===== config.mk =====
export PLATFORM = sky130hd
export DESIGN_NAME = eaf_rx_filter
export DESIGN_NICKNAME = d
export VERILOG_FILES = /design/src/rtl/eaf_pkg.sv /design/src/rtl/eaf_addr_capture.sv /design/src/rtl/eaf_hash_unit.sv /design/src/rtl/eaf_decide.sv /design/src/rtl/eaf_rx_filter.sv
export SDC_FILE = /design/constraint.sdc
export NUM_CORES = 1
export LEC_CHECK = 0
export BUFFER_PORTS_ARGS = -buffer_cell sky130_fd_sc_hd__buf_2
export CORE_MARGIN = 3
export CORE_UTILIZATION = 52
export DETAILED_ROUTE_END_ITERATION = 8
export GPL_TIMING_DRIVEN = 0
export PLACE_DENSITY_LB_ADDON = 0.1
export SYNTH_ARGS = -nofsm -noshare
export SYNTH_HDL_FRONTEND = slang
export SYNTH_SLANG_ARGS = --single-unit

===== constraint.sdc =====
create_clock -name clk -period 3.3 [get_ports clk]
set_clock_uncertainty 0.2 [all_clocks]
set_input_delay 0.165 -clock clk [delete_from_list [all_inputs] [get_ports clk]]
set_output_delay 0.165 -clock clk [all_outputs]
set_load 0.1 [all_outputs]

===== src/rtl/eaf_pkg.sv =====
package eaf_pkg;
    localparam int ADDR_BYTES   = 6;
    localparam int ADDR_W       = 8 * ADDR_BYTES;
    localparam int HASH_BITS    = 6;
    localparam int HASH_ENTRIES = 1 << HASH_BITS;
    localparam int CRC_W        = 32;
    localparam logic [CRC_W-1:0] CRC_POLY = 32'h04C11DB7;
    localparam logic [CRC_W-1:0] CRC_SEED = '1;

    typedef struct packed {
        logic bcast;
        logic group;
        logic hash_hit;
        logic perfect_hit;
        logic verdict;
    } filt_status_t;

    typedef struct packed {
        logic promisc;
        logic pass_all;
        logic pass_all_mcast;
        logic inverse;
        logic bcast_reject;
    } filt_mode_t;

    function automatic logic [CRC_W-1:0] crc_take_byte(input logic [CRC_W-1:0] c_in,
                                                       input logic [7:0] b);
        logic [CRC_W-1:0] c;
        logic fb;
        c = c_in;
        for (int i = 0; i < 8; i++) begin
            fb = c[CRC_W-1] ^ b[i];
            c  = {c[CRC_W-2:0], 1'b0} ^ (fb ? CRC_POLY : '0);
        end
        return c;
    endfunction
endpackage


===== src/rtl/eaf_addr_capture.sv =====
module eaf_addr_capture
    import eaf_pkg::*;
#(
    parameter int NBYTES = ADDR_BYTES
) (
    input  logic                  clk,
    input  logic                  rst,
    input  logic                  da_start,
    input  logic                  da_valid,
    input  logic [7:0]            da_byte,
    output logic                  byte_take,
    output logic                  frame_start,
    output logic                  frame_done,
    output logic [8*NBYTES-1:0]   addr
);
    localparam int CW = $clog2(NBYTES + 1);
    localparam logic [CW-1:0] LAST = CW'(NBYTES - 1);
    localparam logic [CW-1:0] FULL = CW'(NBYTES);

    logic [CW-1:0] cnt;
    logic          mid_frame;

    assign frame_start = da_valid && da_start;
    assign mid_frame   = (cnt != '0) && (cnt < FULL);
    assign byte_take   = frame_start || (da_valid && mid_frame);

    always_ff @(posedge clk) begin
        if (rst) begin
            cnt        <= '0;
            frame_done <= 1'b0;
            addr       <= '0;
        end else begin
            frame_done <= 1'b0;
            if (frame_start) begin
                addr[7:0] <= da_byte;
                cnt       <= CW'(1);
            end else if (da_valid && mid_frame) begin
                addr[int'(cnt)*8 +: 8] <= da_byte;
                cnt                    <= cnt + CW'(1);
                if (cnt == LAST) frame_done <= 1'b1;
            end
        end
    end

    assert_cnt_bound_R2: assert property (@(posedge clk) disable iff (rst)
        cnt <= FULL);
    assert_done_single_R2: assert property (@(posedge clk) disable iff (rst)
        frame_done |=> !frame_done);
endmodule


===== src/rtl/eaf_hash_unit.sv =====
module eaf_hash_unit
    import eaf_pkg::*;
#(
    parameter int IDX_W = HASH_BITS
) (
    input  logic             clk,
    input  logic             rst,
    input  logic             frame_start,
    input  logic             byte_take,
    input  logic [7:0]       da_byte,
    output logic [IDX_W-1:0] hash_idx
);
    logic [CRC_W-1:0] crc_q;
    logic [CRC_W-1:0] crc_base;

    assign crc_base = frame_start ? CRC_SEED : crc_q;

    always_ff @(posedge clk) begin
        if (rst) begin
            crc_q <= CRC_SEED;
        end else if (byte_take) begin
            crc_q <= crc_take_byte(crc_base, da_byte);
        end
    end

    assign hash_idx = crc_q[CRC_W-1 -: IDX_W];
endmodule


===== src/rtl/eaf_decide.sv =====
module eaf_decide
    import eaf_pkg::*;
#(
    parameter int AW    = ADDR_W,
    parameter int IDX_W = HASH_BITS,
    localparam int NBIN = 1 << IDX_W
) (
    input  logic             clk,
    input  logic             rst,
    input  logic             frame_start,
    input  logic             frame_done,
    input  logic [AW-1:0]    addr,
    input  logic [IDX_W-1:0] hash_idx,
    input  logic [AW-1:0]    station,
    input  logic [NBIN-1:0]  hash_table,
    input  filt_mode_t       mode,
    output logic             result_valid,
    output logic             accept,
    output filt_status_t     status
);
    filt_status_t st_next;
    logic         acc_next;

    always_comb begin
        st_next             = '0;
        st_next.group       = addr[0];
        st_next.bcast       = &addr;
        st_next.perfect_hit = (addr == station);
        st_next.hash_hit    = addr[0] && hash_table[hash_idx];
        if (st_next.bcast) begin
            st_next.verdict = !mode.bcast_reject;
        end else if (st_next.group) begin
            st_next.verdict = mode.pass_all_mcast || st_next.hash_hit;
        end else begin
            st_next.verdict = st_next.perfect_hit ^ mode.inverse;
        end
        acc_next = st_next.verdict || mode.promisc || mode.pass_all;
    end

    always_ff @(posedge clk) begin
        if (rst) begin
            result_valid <= 1'b0;
            accept       <= 1'b0;
            status       <= '0;
        end else if (frame_done) begin
            result_valid <= 1'b1;
            accept       <= acc_next;
            status       <= st_next;
        end else if (frame_start) begin
            result_valid <= 1'b0;
            accept       <= 1'b0;
            status       <= '0;
        end
    end

    assert_done_gives_result_R2: assert property (@(posedge clk) disable iff (rst)
        frame_done |=> result_valid);
    assert_start_clears_R2: assert property (@(posedge clk) disable iff (rst)
        frame_start && !frame_done |=> !result_valid);
    assert_result_held_R2: assert property (@(posedge clk) disable iff (rst)
        result_valid && !frame_start && !frame_done |=> $stable(accept) && $stable(status));
    assert_promisc_accepts_R7: assert property (@(posedge clk) disable iff (rst)
        frame_done && mode.promisc |=> accept);
    assert_pass_all_accepts_R8: assert property (@(posedge clk) disable iff (rst)
        frame_done && mode.pass_all |=> accept);
    assert_bcast_is_group_R9: assert property (@(posedge clk) disable iff (rst)
        result_valid && status.bcast |-> status.group);
    assert_hash_only_group_R4: assert property (@(posedge clk) disable iff (rst)
        result_valid && status.hash_hit |-> status.group);
endmodule


===== src/rtl/eaf_rx_filter.sv =====
module eaf_rx_filter
    import eaf_pkg::*;
(
    input  logic                    clk,
    input  logic                    rst,
    input  logic                    da_start,
    input  logic                    da_valid,
    input  logic [7:0]              da_byte,
    input  logic [ADDR_W-1:0]       cfg_station_addr,
    input  logic [HASH_ENTRIES-1:0] cfg_hash_table,
    input  logic                    cfg_promisc,
    input  logic                    cfg_pass_all,
    input  logic                    cfg_pass_all_mcast,
    input  logic                    cfg_inverse,
    input  logic                    cfg_bcast_reject,
    output logic                    result_valid,
    output logic                    accept,
    output logic [4:0]              filt_status
);
    logic              byte_take;
    logic              frame_start;
    logic              frame_done;
    logic [ADDR_W-1:0] addr;
    logic [HASH_BITS-1:0] hash_idx;
    filt_mode_t        mode;
    filt_status_t      status;

    assign mode.promisc        = cfg_promisc;
    assign mode.pass_all       = cfg_pass_all;
    assign mode.pass_all_mcast = cfg_pass_all_mcast;
    assign mode.inverse        = cfg_inverse;
    assign mode.bcast_reject   = cfg_bcast_reject;

    eaf_addr_capture #(.NBYTES(ADDR_BYTES)) u_capture (
        .clk(clk), .rst(rst), .da_start(da_start), .da_valid(da_valid),
        .da_byte(da_byte), .byte_take(byte_take), .frame_start(frame_start),
        .frame_done(frame_done), .addr(addr)
    );

    eaf_hash_unit #(.IDX_W(HASH_BITS)) u_hash (
        .clk(clk), .rst(rst), .frame_start(frame_start), .byte_take(byte_take),
        .da_byte(da_byte), .hash_idx(hash_idx)
    );

    eaf_decide #(.AW(ADDR_W), .IDX_W(HASH_BITS)) u_decide (
        .clk(clk), .rst(rst), .frame_start(frame_start), .frame_done(frame_done),
        .addr(addr), .hash_idx(hash_idx), .station(cfg_station_addr),
        .hash_table(cfg_hash_table), .mode(mode), .result_valid(result_valid),
        .accept(accept), .status(status)
    );

    assign filt_status = status;
endmodule


After elaboration in Yosys (flattened, before gate mapping)
Cells that the tools add are included.
W data, S select, Z words.
{ "totals": {"ff_bits": 91, "input_bits": 129, "out_inout_bits": 7, "elab_cells": 80} }
{ "classes": {"addsub": 2, "order_cmp": 2, "n_eq_ne": 2, "shifts": 2, "mux": 24, "bitwise_logic": 19, "n_reduce_logical": 16} }
{ "ops": {"columns": ["cell", "count"], "rows": [
  ["$xor A32 B32 Y32", 8],
  ["$mux W27", 8],
  ["$bwmux W48", 1],
  ["$eq A48 B48 Y1", 1],
  ["$reduce_and A48 Y1", 1],
  ["$shift A8 B33 Y48 const A", 1],
  ["$shiftx A8 B33 Y48", 1],
  ["$neg A6 Y33", 1],
  ["$mux W32", 1],
  ["$mux W8", 2],
  ["$mux W5", 2],
  ["$mux W1", 9],
  ["$xor A1 B1 Y1", 9],
  ["$lt A6 B7 Y1 const B", 1],
  ["$bmux W1 S6", 1],
  ["$logic_and A1 B1 Y1", 4],
  ["$logic_or A1 B1 Y1", 4],
  ["$reduce_bool A2 Y1", 2],
  ["$add A3 B1 Y3 const B", 1],
  ["$eq A3 B3 Y1 const B", 1],
  ["$lt A3 B3 Y1 const B", 1],
  ["$reduce_bool A3 Y1", 1],
  ["$reduce_or A3 Y1", 1],
  ["$not A1 Y1", 2],
  ["other kinds (3)", 3]
]} }

Logic depth before layout (Yosys ltp)
Gate-level depths: netlist of run 1.
{ "depth": {"ltp_word": 26, "ltp_mapped": 10, "ltp_nobuf": 9} }

Cells and area by module
Synthesis of run 1 repeated with hierarchy kept, for this count alone.
{ "hier_totals": {"cells_unflattened": 698, "area_unflattened_um2": 6406.1} }
{ "modules_own_cells": {"columns": ["mod", "n_inst", "cells_each", "area_each_um2", "seq_area_each_um2"], "rows": [
  ["eaf_addr_capture", 1, 243, 2479.9, 1041.0],
  ["eaf_hash_unit", 1, 285, 2414.8, 640.6],
  ["eaf_decide", 1, 170, 1511.4, 140.1]
]} }

Worst setup path before layout of run 1
No wires, ideal clock.
{ "synth_path": {"path_type": "register -> register", "from": "reg u_capture.cnt[0]", "to": "reg u_capture.addr[26]", "setup_ps": 70, "arrival_time_ps": 2259, "t_required_ps": 3030, "setup_slack_ps": 770, "path_stages_with_launch": 9, "path_buffers": 1, "period_less_slack_ps": 2530, "path_cell_list": "dfxtp_1 -> inv_1 -> ha_1 -> ha_1 -> clkbuf_1 -> nor2b_1 -> nor3b_1 -> nand3_1 -> a21oi_1"} }
{ "synth_between": {"elab_chain_cells": 4, "word_cells_on_any_way": 9, "classes_between": "1 x add/sub; 1 x order compare; 2 x shift; 1 x mux; 4 x reduce/logical"} }
{ "synth_rtl": {"columns": ["element", "line", "text"], "rows": [
  ["start, declared", "eaf_addr_capture.sv:20", "logic [CW-1:0] cnt;"],
  ["start signal, assigned", "eaf_addr_capture.sv:39", "cnt <= cnt + CW'(1);"],
  ["parallel branches: the longest is 4 deep, another holds $neg A6 Y33", null, null],
  ["end signal, assigned by index", "eaf_addr_capture.sv:38", "addr[int'(cnt)*8 +: 8] <= da_byte;"],
  ["end, declared", "eaf_addr_capture.sv:14", "output logic [8*NBYTES-1:0] addr"]
]} }
Parallel ways; which one is timed is not known.
A chain may end at the register's enable or synchronous reset.

Worst setup path in the final report of run 1
{ "layout_path": {"from": "reg u_capture.cnt[0]", "to": "reg u_capture.addr[14]"} }
The elaborated chain is that of the path after synthesis.

==> results.cfg, run 1 <==
[clock_network]
cts_made_buffers = 9
cts_root_buffer = clkbuf_16
clkLatencyLatePin_ns = 0.34
clkTransAtPathRegs_ns = 0.07
cts_tree = yes
cts.htree.levels = 3
clock-sinks = 91
clock_path_buffers = 2

[routing]
via_count = 5664
ant_nets = 0
wl_um = 18400
wl_per_cell_um = 19.2
drc = 0
drt-initial-drc-count = 505
dr.pass1.iters = 5
viasPerCell = 5.91

[placement]
place_congestion = 0.924
dp_hpwl_um = 14200
dp_slack_ns = 0.345
port_buffers = 127
placed_cell_area_um2 = 6680

[global_routing]
overflow = 0
grt_max_degree = 16
antenna_found_initial = 0
grt_pass1_wl_um = 29000
grt.total_usage = 0.292
grt_pass1_vias = 5579

[power_and_ir_drop]
peakVddDrop_mv = 0.288
p_per_area_nw_per_um2 = 551
p_leak_nw = 2.61

[finish]
syn_to_final_growth_pct = 19.1
final_area_um2 = 6990
antenna_cells = 0
nets = 949
final_layout_size_suffix_gt1_frac = 0.248
fillers = 961

[yosys]
yosysTopAreaCell = dfxtp_1
yosys_warnings = 0
yosysUniqueCellTypes = 50
netlist.area_leader.share = 0.310
async_flop_share = 0
synth-edff-count = 0
synthCells = 675
ys_seq_elements = 91
synth_area_um2 = 5870
post_synth.cell_area_avg_um2 = 8.70
synth_area_leaders = dfxtp_1 (31%), xnor2_1 (13%), mux4_2 (6.1%), a21oi_1 (5.6%), nor2_1 (5.6%)
synth_flop_cell = dfxtp_1
synth_fp_nets = 810
ys_seq_area_frac = 0.310

[floorplan]
rows = 38
start_util = 0.537
die-area_um2 = 12600
die_y_um = 112
core_um2 = 10900
fp.dieW_um = 112
ios = 136

[hold_path]
hold_start = da_byte[5]
min_path_type = input port to flop

[setup_path]
arrival_ns = 3.12
required_ns = 3.38
crit_path_end_kind = flop
path_max_fanout = 10
r2r-start = u_capture.cnt[0]$_SDFFE_PP0P_
startpoint_type = flop
critPathKind = flop to flop
cp-startpoint = u_capture.cnt[0]$_SDFFE_PP0P_

[timing]
worst_slack_ns = 0.264
timing.fmax_mhz = 329
whs_ns = 0.0122
tightest_slew_ns = 0.974
post-route-period-util = 0.920
rsz0062_at_grt = no
hold_viol_final = 0
drv_slew = 0
slew_headroom = 0.349
min_period_ns = 3.04
tns_ns = 0
finalSetupViolations = 0

[run]
cap_viol_max_count = 0

[outcome]
status = completed
==> cells in the mapped netlist (7+ instances only) <==
| cell | n |
|---|---|
| nand2_1 | 59 |
| buf_2 | 8 |
| nor4_1 | 12 |
| nor2_1 | 87 |
| nand4_1 | 26 |
| xnor2_1 | 88 |
| nand3_1 | 34 |
| a22oi_1 | 8 |
| clkbuf_1 | 26 |
| a21oi_1 | 66 |
| mux4_2 | 16 |
| mux2i_1 | 10 |
| xor2_1 | 20 |
| dfxtp_1 | 91 |
| xnor2_4 | 7 |
| a211o_1 | 12 |
| nand2b_1 | 9 |
==> metrics by stage <==
step           power [W]   util  std cells
4_1_cts          0.00384  0.639        958
2_1_floorplan    0.00245      -        675
3_5_place_dp     0.00279  0.611        942
5_1_grt          0.00404  0.639        958
6_report         0.00385  0.639        958
3_3_place_gp     0.00276  0.611        942
==> critical path, cell delays in order (launching register included) <==
cell and delay (ns):
dfxtp_1 0.48, inv_1 0.16, ha_1 0.28, ha_1 0.28
nor3b_1 0.81, clkbuf_1 0.42, nand2_1 0.10, nor2_1 0.11
a21oi_1 0.05, nor2_1 0.09
==> cell families after synthesis <==
group	Yosys count	share of synthesized area
adder cells (fa/ha/maj)	6	0.0128
buffers and inverters	49	0.0375
XOR/XNOR	124	0.222
multiplexers	26	0.0784
AO/OA/AOI/OAI	120	0.131
AND/OR/NAND/NOR	259	0.208
flip-flops	91	0.310
==> registers in the layout, summed over array words and instances, names as in the netlist <==
| register | flops |
|---|---|
| u_capture.addr | 48 |
| u_capture.cnt | 3 |
| u_capture.frame_done | 1 |
| u_decide.accept | 1 |
| u_decide.result_valid | 1 |
| u_decide.status | 5 |
| u_hash.crc_q | 32 |
==> routing by layer <==
metal / up-vias / part of all wire / track usage
li1: 2636 / - / -
met1: 2717 / 0.42 / 0.391
met2: 283 / 0.47 / 0.472
met3: 28 / 0.095 / 0.0658
met4: 0 / 0.022 / 0.0938
met5: - / 0 / 0
==> report_power, final <==
part | internal, W | switching [W] | total [W]
clock | 0.000588 | 0.000449 | 0.00104
combinational | 0.000715 | 0.000817 | 0.00153
sequential | 0.00120 | 0.0000840 | 0.00128
==> path summary, 6_finish.rpt <==
kind | cells past startpoint | slack (ns) | end
hold reg to reg | 1 | 0.27 | u_hash.crc_q[13]$_SDFFE_PP1P_
setup / recovery | 9 | 0.26 | u_capture.addr[14]$_SDFFE_PP0P_
hold / removal | 3 | 0.01 | u_capture.addr[37]$_SDFFE_PP0P_
setup reg to reg | 9 | 0.26 | u_capture.addr[14]$_SDFFE_PP0P_
==> final cells by class <==
cell class / count / area (µm²) / area share
multi-input combinational: 535 / 3840 / 0.549
timing repair buffer: 128 / 646 / 0.0923
clock inverter: 5 / 62.6 / 0.00895
sequential: 91 / 1820 / 0.261
tap: 140 / 175 / 0.0251
inverter: 4 / 15.0 / 0.00215
buffer: 45 / 205 / 0.0293
clock buffer: 10 / 229 / 0.0327
==> cell usage in the layout (no fill, tap or decap), types with 10 or more instances in the layout <==
cell and n:
xnor2_1 88, xor2_1 20, dfxtp_1 91, nor2_1 87
nand4_1 26, nand2_1 59, a211o_1 12, clkbuf_1 27
mux2i_1 10, a21oi_1 66, nand3_1 34, mux4_2 16
buf_2 135, nor4_1 12
==> timing repair <==
action	in CTS	in global routing
endpoints found under the hold margin	1	0
setup buffers	0	0
setup endpoints to repair	0	8
gates resized for setup	0	2
hold buffers	1	0
Note: power is estimated with default switching activity, not from simulation.
==> inputs of run 2 (changes only) <==
==> constraint.sdc (replaced) <==
create_clock -name clk -period 3.3 [get_ports clk]
set_clock_uncertainty 0.2 [all_clocks]
set_input_delay 0 -clock clk [delete_from_list [all_inputs] [get_ports clk]]
set_output_delay 0 -clock clk [all_outputs]
set_load 0.1 [all_outputs]
==> results.cfg, run 2 (synthesized netlist as in run 1, its figures left out) <==
[hold_path]
hold_end = u_capture.addr[40]$_SDFFE_PP0P_
hold_start = da_byte[0]
min_path_type = input port to flop
min_path_cells = 4

[global_routing]
overflow = 0
grt_pass1_vias = 5635
grt_pass1_wl_um = 29200
grt_max_degree = 16
grt.total_usage = 0.295
antenna_found_initial = 0

[clock_network]
clock-sinks = 91
clock_path_buffers = 2
clkTransAtPathRegs_ns = 0.07
cts_made_buffers = 9
cts.htree.levels = 3
cts_root_buffer = clkbuf_16
cts_tree = yes
post_cts_buffers = 0
clkLatencyLatePin_ns = 0.34

[power_and_ir_drop]
seqPwrFrac = 0.331
p_sw_w = 0.00136
pwr-share-comb = 0.399
p_leak_nw = 2.67
peakVddDrop_mv = 0.288
clockPowerShare = 0.270
intPower_w = 0.00251
p_sw_frac = 0.352
finalPower_w = 0.00387
p_per_area_nw_per_um2 = 542

[setup_path]
startpoint_type = flop
required_ns = 3.37
path_max_fanout = 3
crit_path_end_kind = flop
arrival_ns = 3.27
r2r_slack_ns = 0.10
critPathKind = flop to flop
r2r-start = u_capture.addr[22]$_SDFFE_PP0P_
rr_worst_depth = 8
r2r_end = u_decide.status[1]$_SDFFE_PP0P_

[timing]
drv_slew = 0
tightest_slew_ns = 0.987
finalSetupViolations = 0
rsz0062_at_grt = no
timing.fmax_mhz = 313
slew_headroom = 0.341
hold_viol_final = 0
tns_ns = 0
whs_ns = 0.0138
post-route-period-util = 0.969
min_period_ns = 3.20

[routing]
drc = 0
drt-initial-drc-count = 507
wl_um = 18600
via_count = 5745
ant_nets = 0
viasPerCell = 5.92
dr.pass1.iters = 5
wl_per_cell_um = 19.2

[floorplan]
rows = 38
fp.dieW_um = 112
die-area_um2 = 12600
start_util = 0.537
ios = 136
core_um2 = 10900
die_y_um = 112

[finish]
final_cell_mix = buf_2 (135), dfxtp_1 (89), nor2_1 (87), xnor2_1 (87), a21oi_1 (66)
largest_reg_flops = 48
fillers = 951
reg_top3 = u_capture.addr (48), u_hash.crc_q (32), u_decide.status (5)
multi_input_area_um2 = 3850
instances_no_fill = 971
nets = 962
final_area_um2 = 7140
final_common_cell = buf_2
syn_to_final_growth_pct = 21.6
antenna_cells = 0
regMostFlops = u_capture.addr
final-seq-area_um2 = 1820
final_layout_size_suffix_gt1_frac = 0.249

[placement]
dp_hpwl_um = 14200
dp.cells = 942
place_congestion = 0.924
port_buffers = 127
placed_cell_area_um2 = 6680

[run]
cap_viol_max_count = 0

[outcome]
status = completed
[run 2: cell count changes in the layout (fill, tap and decap cells not counted)]
cell / delta
dfxtp_1: -2
nor4_2: +1
xnor2_2: +1
nor4_1: -1
dlygate4sd3_1: +13
dfxtp_2: +2
xnor2_1: -1
[run 2: what timing repair did]
action,CTS,global route
hold buffers,14,0
endpoints found under the hold margin,37,0
gates resized for setup,0,6
endpoints found under the setup margin,0,9
[run 2: worst max-delay path: stages (launching register included)]
cell and delay, ns:
dfxtp_2 0.35, xnor2_2 0.21, nand4_1 0.12, dlygate4sd3_1 0.58, nor4_2 0.26, dlygate4sd3_1 0.59
nand4_1 0.09, dlygate4sd3_1 0.59, a21oi_1 0.14
[run 2: worst max path at each step]
stage	start	endpoint	slack, ns	depth (start not counted)
global placement	u_capture.cnt[0]$_SDFFE_PP0P_	u_capture.addr[24]$_SDFFE_PP0P_	0.42	8
finish	u_capture.addr[22]$_SDFFE_PP0P_	u_decide.status[1]$_SDFFE_PP0P_	0.10	8
CTS	u_capture.addr[22]$_SDFFE_PP0P_	u_decide.status[1]$_SDFFE_PP0P_	0.05	8
global route	u_capture.addr[22]$_SDFFE_PP0P_	u_decide.status[1]$_SDFFE_PP0P_	0.002	8
detailed placement	u_capture.cnt[0]$_SDFFE_PP0P_	u_capture.addr[15]$_SDFFE_PP0P_	0.35	9
floorplan	u_capture.cnt[0]$_SDFFE_PP0P_	u_capture.addr[26]$_SDFFE_PP0P_	0.77	8
[run 2: layout make-up]
| type | count | share of cell area |
|---|---|---|
| inverters | 4 | 0.00210 |
| well taps | 140 | 0.0245 |
| repair buffers | 141 | 0.109 |
| clock buffers | 10 | 0.0321 |
| plain buffers | 45 | 0.0287 |
| multi-input cells | 535 | 0.540 |
| flip-flops and latches | 91 | 0.256 |
| clock inverters | 5 | 0.00876 |
[run 2: per-layer routing]
layer | GRT usage | vias to the layer above | share of wire
met3 | 0.0663 | 34 | 0.087
met1 | 0.392 | 2774 | 0.42
li1 | - | 2655 | -
met5 | 0 | - | 0
met2 | 0.477 | 282 | 0.47
met4 | 0.0970 | 0 | 0.023
[run 2: power groups by stage]
stage | Sequential, W | Combinational [W] | Clock (W)
after CTS | 0.00128 | 0.00152 | 0.00104
after global placement | 0.00130 | 0.00146 | 0
after detailed placement | 0.00130 | 0.00149 | 0
final | 0.00128 | 0.00154 | 0.00104
after floorplan | 0.00128 | 0.00117 | 0
after global routing | 0.00129 | 0.00166 | 0.00110
[run 2: stage by stage]
stage | setup slack (ns) | util
2_1_floorplan | 0.770 | -
3_3_place_gp | 0.421 | 0.611
3_5_place_dp | 0.345 | 0.611
4_1_cts | 0.0472 | 0.650
5_1_grt | 0.00229 | 0.653
6_report | 0.103 | 0.653
==> inputs of run 3 (changes only) <==
--- a/config.mk
+++ b/config.mk
@@ -13,4 +13,5 @@
 export PLACE_DENSITY_LB_ADDON = 0.1
 export SYNTH_ARGS = -nofsm -noshare
 export SYNTH_HDL_FRONTEND = slang
+export SYNTH_HIERARCHICAL = 1
 export SYNTH_SLANG_ARGS = --single-unit
==> results.cfg, run 3 <==
[yosys]
synth_area_leaders = dfxtp_1 (28%), xnor2_1 (11%), xor2_1 (9.2%), mux2i_1 (6.4%), nand2b_1 (4.4%)
synth_fp_nets = 833
yosysTopAreaCell = dfxtp_1
yosysMostFrequentCell = dfxtp_1
synth_flop_cell = dfxtp_1
ys_seq_elements = 91
netlist.area_leader.share = 0.284
synth-edff-count = 0
synthCells = 698
synth_top_cells_by_count = dfxtp_1 (91), xnor2_1 (78), nor2_1 (73), xor2_1 (67), nand2b_1 (45)
synth_area_um2 = 6410
yosysUniqueCellTypes = 62
yosys_warnings = 6
async_flop_share = 0
post_synth.cell_area_avg_um2 = 9.18
ys_seq_area_frac = 0.284

[floorplan]
fp.dieW_um = 117
core_um2 = 11700
die_y_um = 117
die-area_um2 = 13700
rows = 39
start_util = 0.547
ios = 136

[setup_path]
crit_path_end_kind = flop
arrival_ns = 3.16
startpoint_type = flop
critPathKind = flop to flop
required_ns = 3.34
path_max_fanout = 10

[clock_network]
cts_tree = yes
cts_root_buffer = clkbuf_16
clkLatencyLatePin_ns = 0.35
clkTransAtPathRegs_ns = 0.06
clock-sinks = 91
post_cts_resized = 0
cts_made_buffers = 9
cts.htree.levels = 3
clock_path_buffers = 2

[routing]
wl_per_cell_um = 18.4
dr.pass1.iters = 5
drt-initial-drc-count = 329
via_count = 5635
viasPerCell = 5.60
drc = 0
ant_nets = 0
wl_um = 18500

[power_and_ir_drop]
p_per_area_nw_per_um2 = 577
p_leak_nw = 3.37
peakVddDrop_mv = 0.305

[placement]
port_buffers = 135
place_congestion = 0.908
dp_hpwl_um = 14200

[outcome]
status = completed

[finish]
fillers = 970
syn_to_final_growth_pct = 20.4
antenna_cells = 0
final_cell_mix = buf_2 (148), dfxtp_1 (91), xnor2_1 (78)
reg_top3 = u_capture/addr (48), u_hash/crc_q (32), u_decide/status (5)
final_common_cell = buf_2
largest_reg_flops = 48
nets = 994
final_layout_size_suffix_gt1_frac = 0.266
regMostFlops = u_capture/addr

[global_routing]
grt_pass1_wl_um = 28200
grt.total_usage = 0.268
antenna_found_initial = 0
grt_max_degree = 16
grt_pass1_vias = 5474
overflow = 0

[timing]
rsz0062_at_grt = no
whs_ns = 0.0901
timing.fmax_mhz = 320
min_period_ns = 3.12
post-route-period-util = 0.946
hold_viol_final = 0
finalSetupViolations = 0
drv_slew = 0
tightest_slew_ns = 0.848
tns_ns = 0
slew_headroom = 0.430

[run]
cap_viol_max_count = 0

[hold_path]
min_path_type = input port to flop
==> run 3: cell types whose count changed in the layout (fill, tap and decap cells not counted), moves of 14 or more <==
cell / before / now
a21oi_1: 66 / 34
nor2b_1: 3 / 24
nand3_1: 34 / 3
xor2_1: 20 / 67
nand2_1: 59 / 13
mux2i_1: 10 / 41
nor2_1: 87 / 73
mux2_1: 0 / 14
nand2b_1: 9 / 45
==> run 3: area by class of cell <==
class                      instances  area (µm²)  share of cell area
tap                              143         179              0.0232
buffer                            45         249              0.0323
inverter                          10        37.5             0.00487
multi-input combinational        552        4300               0.557
clock buffer                      11         243              0.0315
clock inverter                     5        61.3             0.00795
timing repair buffer             150         826               0.107
sequential                        91        1820               0.236
==> run 3: critical path: stages (launching register included) <==
cell      delay [ns]
dfxtp_1         0.56
inv_2           0.14
ha_1            0.31
nand2b_1        0.13
nand3_1         0.20
nand2_1         0.11
clkbuf_1        0.38
clkbuf_1        0.48
a21oi_1         0.19
or2_2           0.30
==> run 3: per-stage QoR <==
stage | instances | instance area [µm²] | utilization | total power [W] | worst slack [ns]
final | 1007 | 7710 | 0.659 | 0.00445 | 0.178
after global routing | 1007 | 7710 | 0.659 | 0.00469 | 0.00359
after CTS | 1007 | 7710 | 0.659 | 0.00446 | 0.253
after detailed placement | 976 | 7260 | 0.620 | 0.00336 | 0.265
after global placement | 976 | 7260 | 0.620 | 0.00332 | 0.374
after floorplan | 698 | 6410 | - | 0.00294 | 0.941
==> run 3: kinds of logic (layout without fill, tap and decap cells) <==
kind of cell / after synthesis / in the layout / share of synthesized area
simple gates: 251 / 251 / 0.225
compound gates: 70 / 70 / 0.0672
flops: 91 / 91 / 0.284
xor+xnor: 155 / 155 / 0.230
fa+ha+maj: 6 / 6 / 0.0117
buf+inv: 55 / 221 / 0.0447
mux: 70 / 70 / 0.137
==> run 3: power by group <==
part           leakage, nW  switching [W]  internal (W)  total, W
Combinational         2.48        0.00103       0.00103   0.00206
Clock                0.150       0.000453      0.000612   0.00107
Sequential           0.741       0.000101       0.00122   0.00132
==> run 3: final timing paths <==
kind	from	to	slack [ns]	depth (start not counted)
max	u_capture/cnt[0]$_SDFFE_PP0P_	u_hash/crc_q[31]$_SDFFE_PP1P_	0.18	9
min	da_byte[2]	u_capture/addr[2]$_SDFFE_PP0P_	0.09	3
max reg2reg	u_capture/cnt[0]$_SDFFE_PP0P_	u_hash/crc_q[31]$_SDFFE_PP1P_	0.18	9
min reg2reg	u_capture/addr[17]$_SDFFE_PP0P_	u_capture/addr[17]$_SDFFE_PP0P_	0.30	2
==> run 3: what timing repair did <==
item / CTS / global route
endpoints found under the setup margin: 0 / 0
endpoints found under the hold margin: 19 / 0
hold buffers: 15 / 0
buffers inserted: 0 / 0
==> run 3: per-layer routing <==
layer / routed length (µm) / track usage / vias up
li1: - / - / 2695
met1: 7730 / 0.341 / 2693
met2: 9020 / 0.455 / 212
met3: 1350 / 0.0452 / 35
met4: 385 / 0.104 / 0
met5: 0 / 0 / -
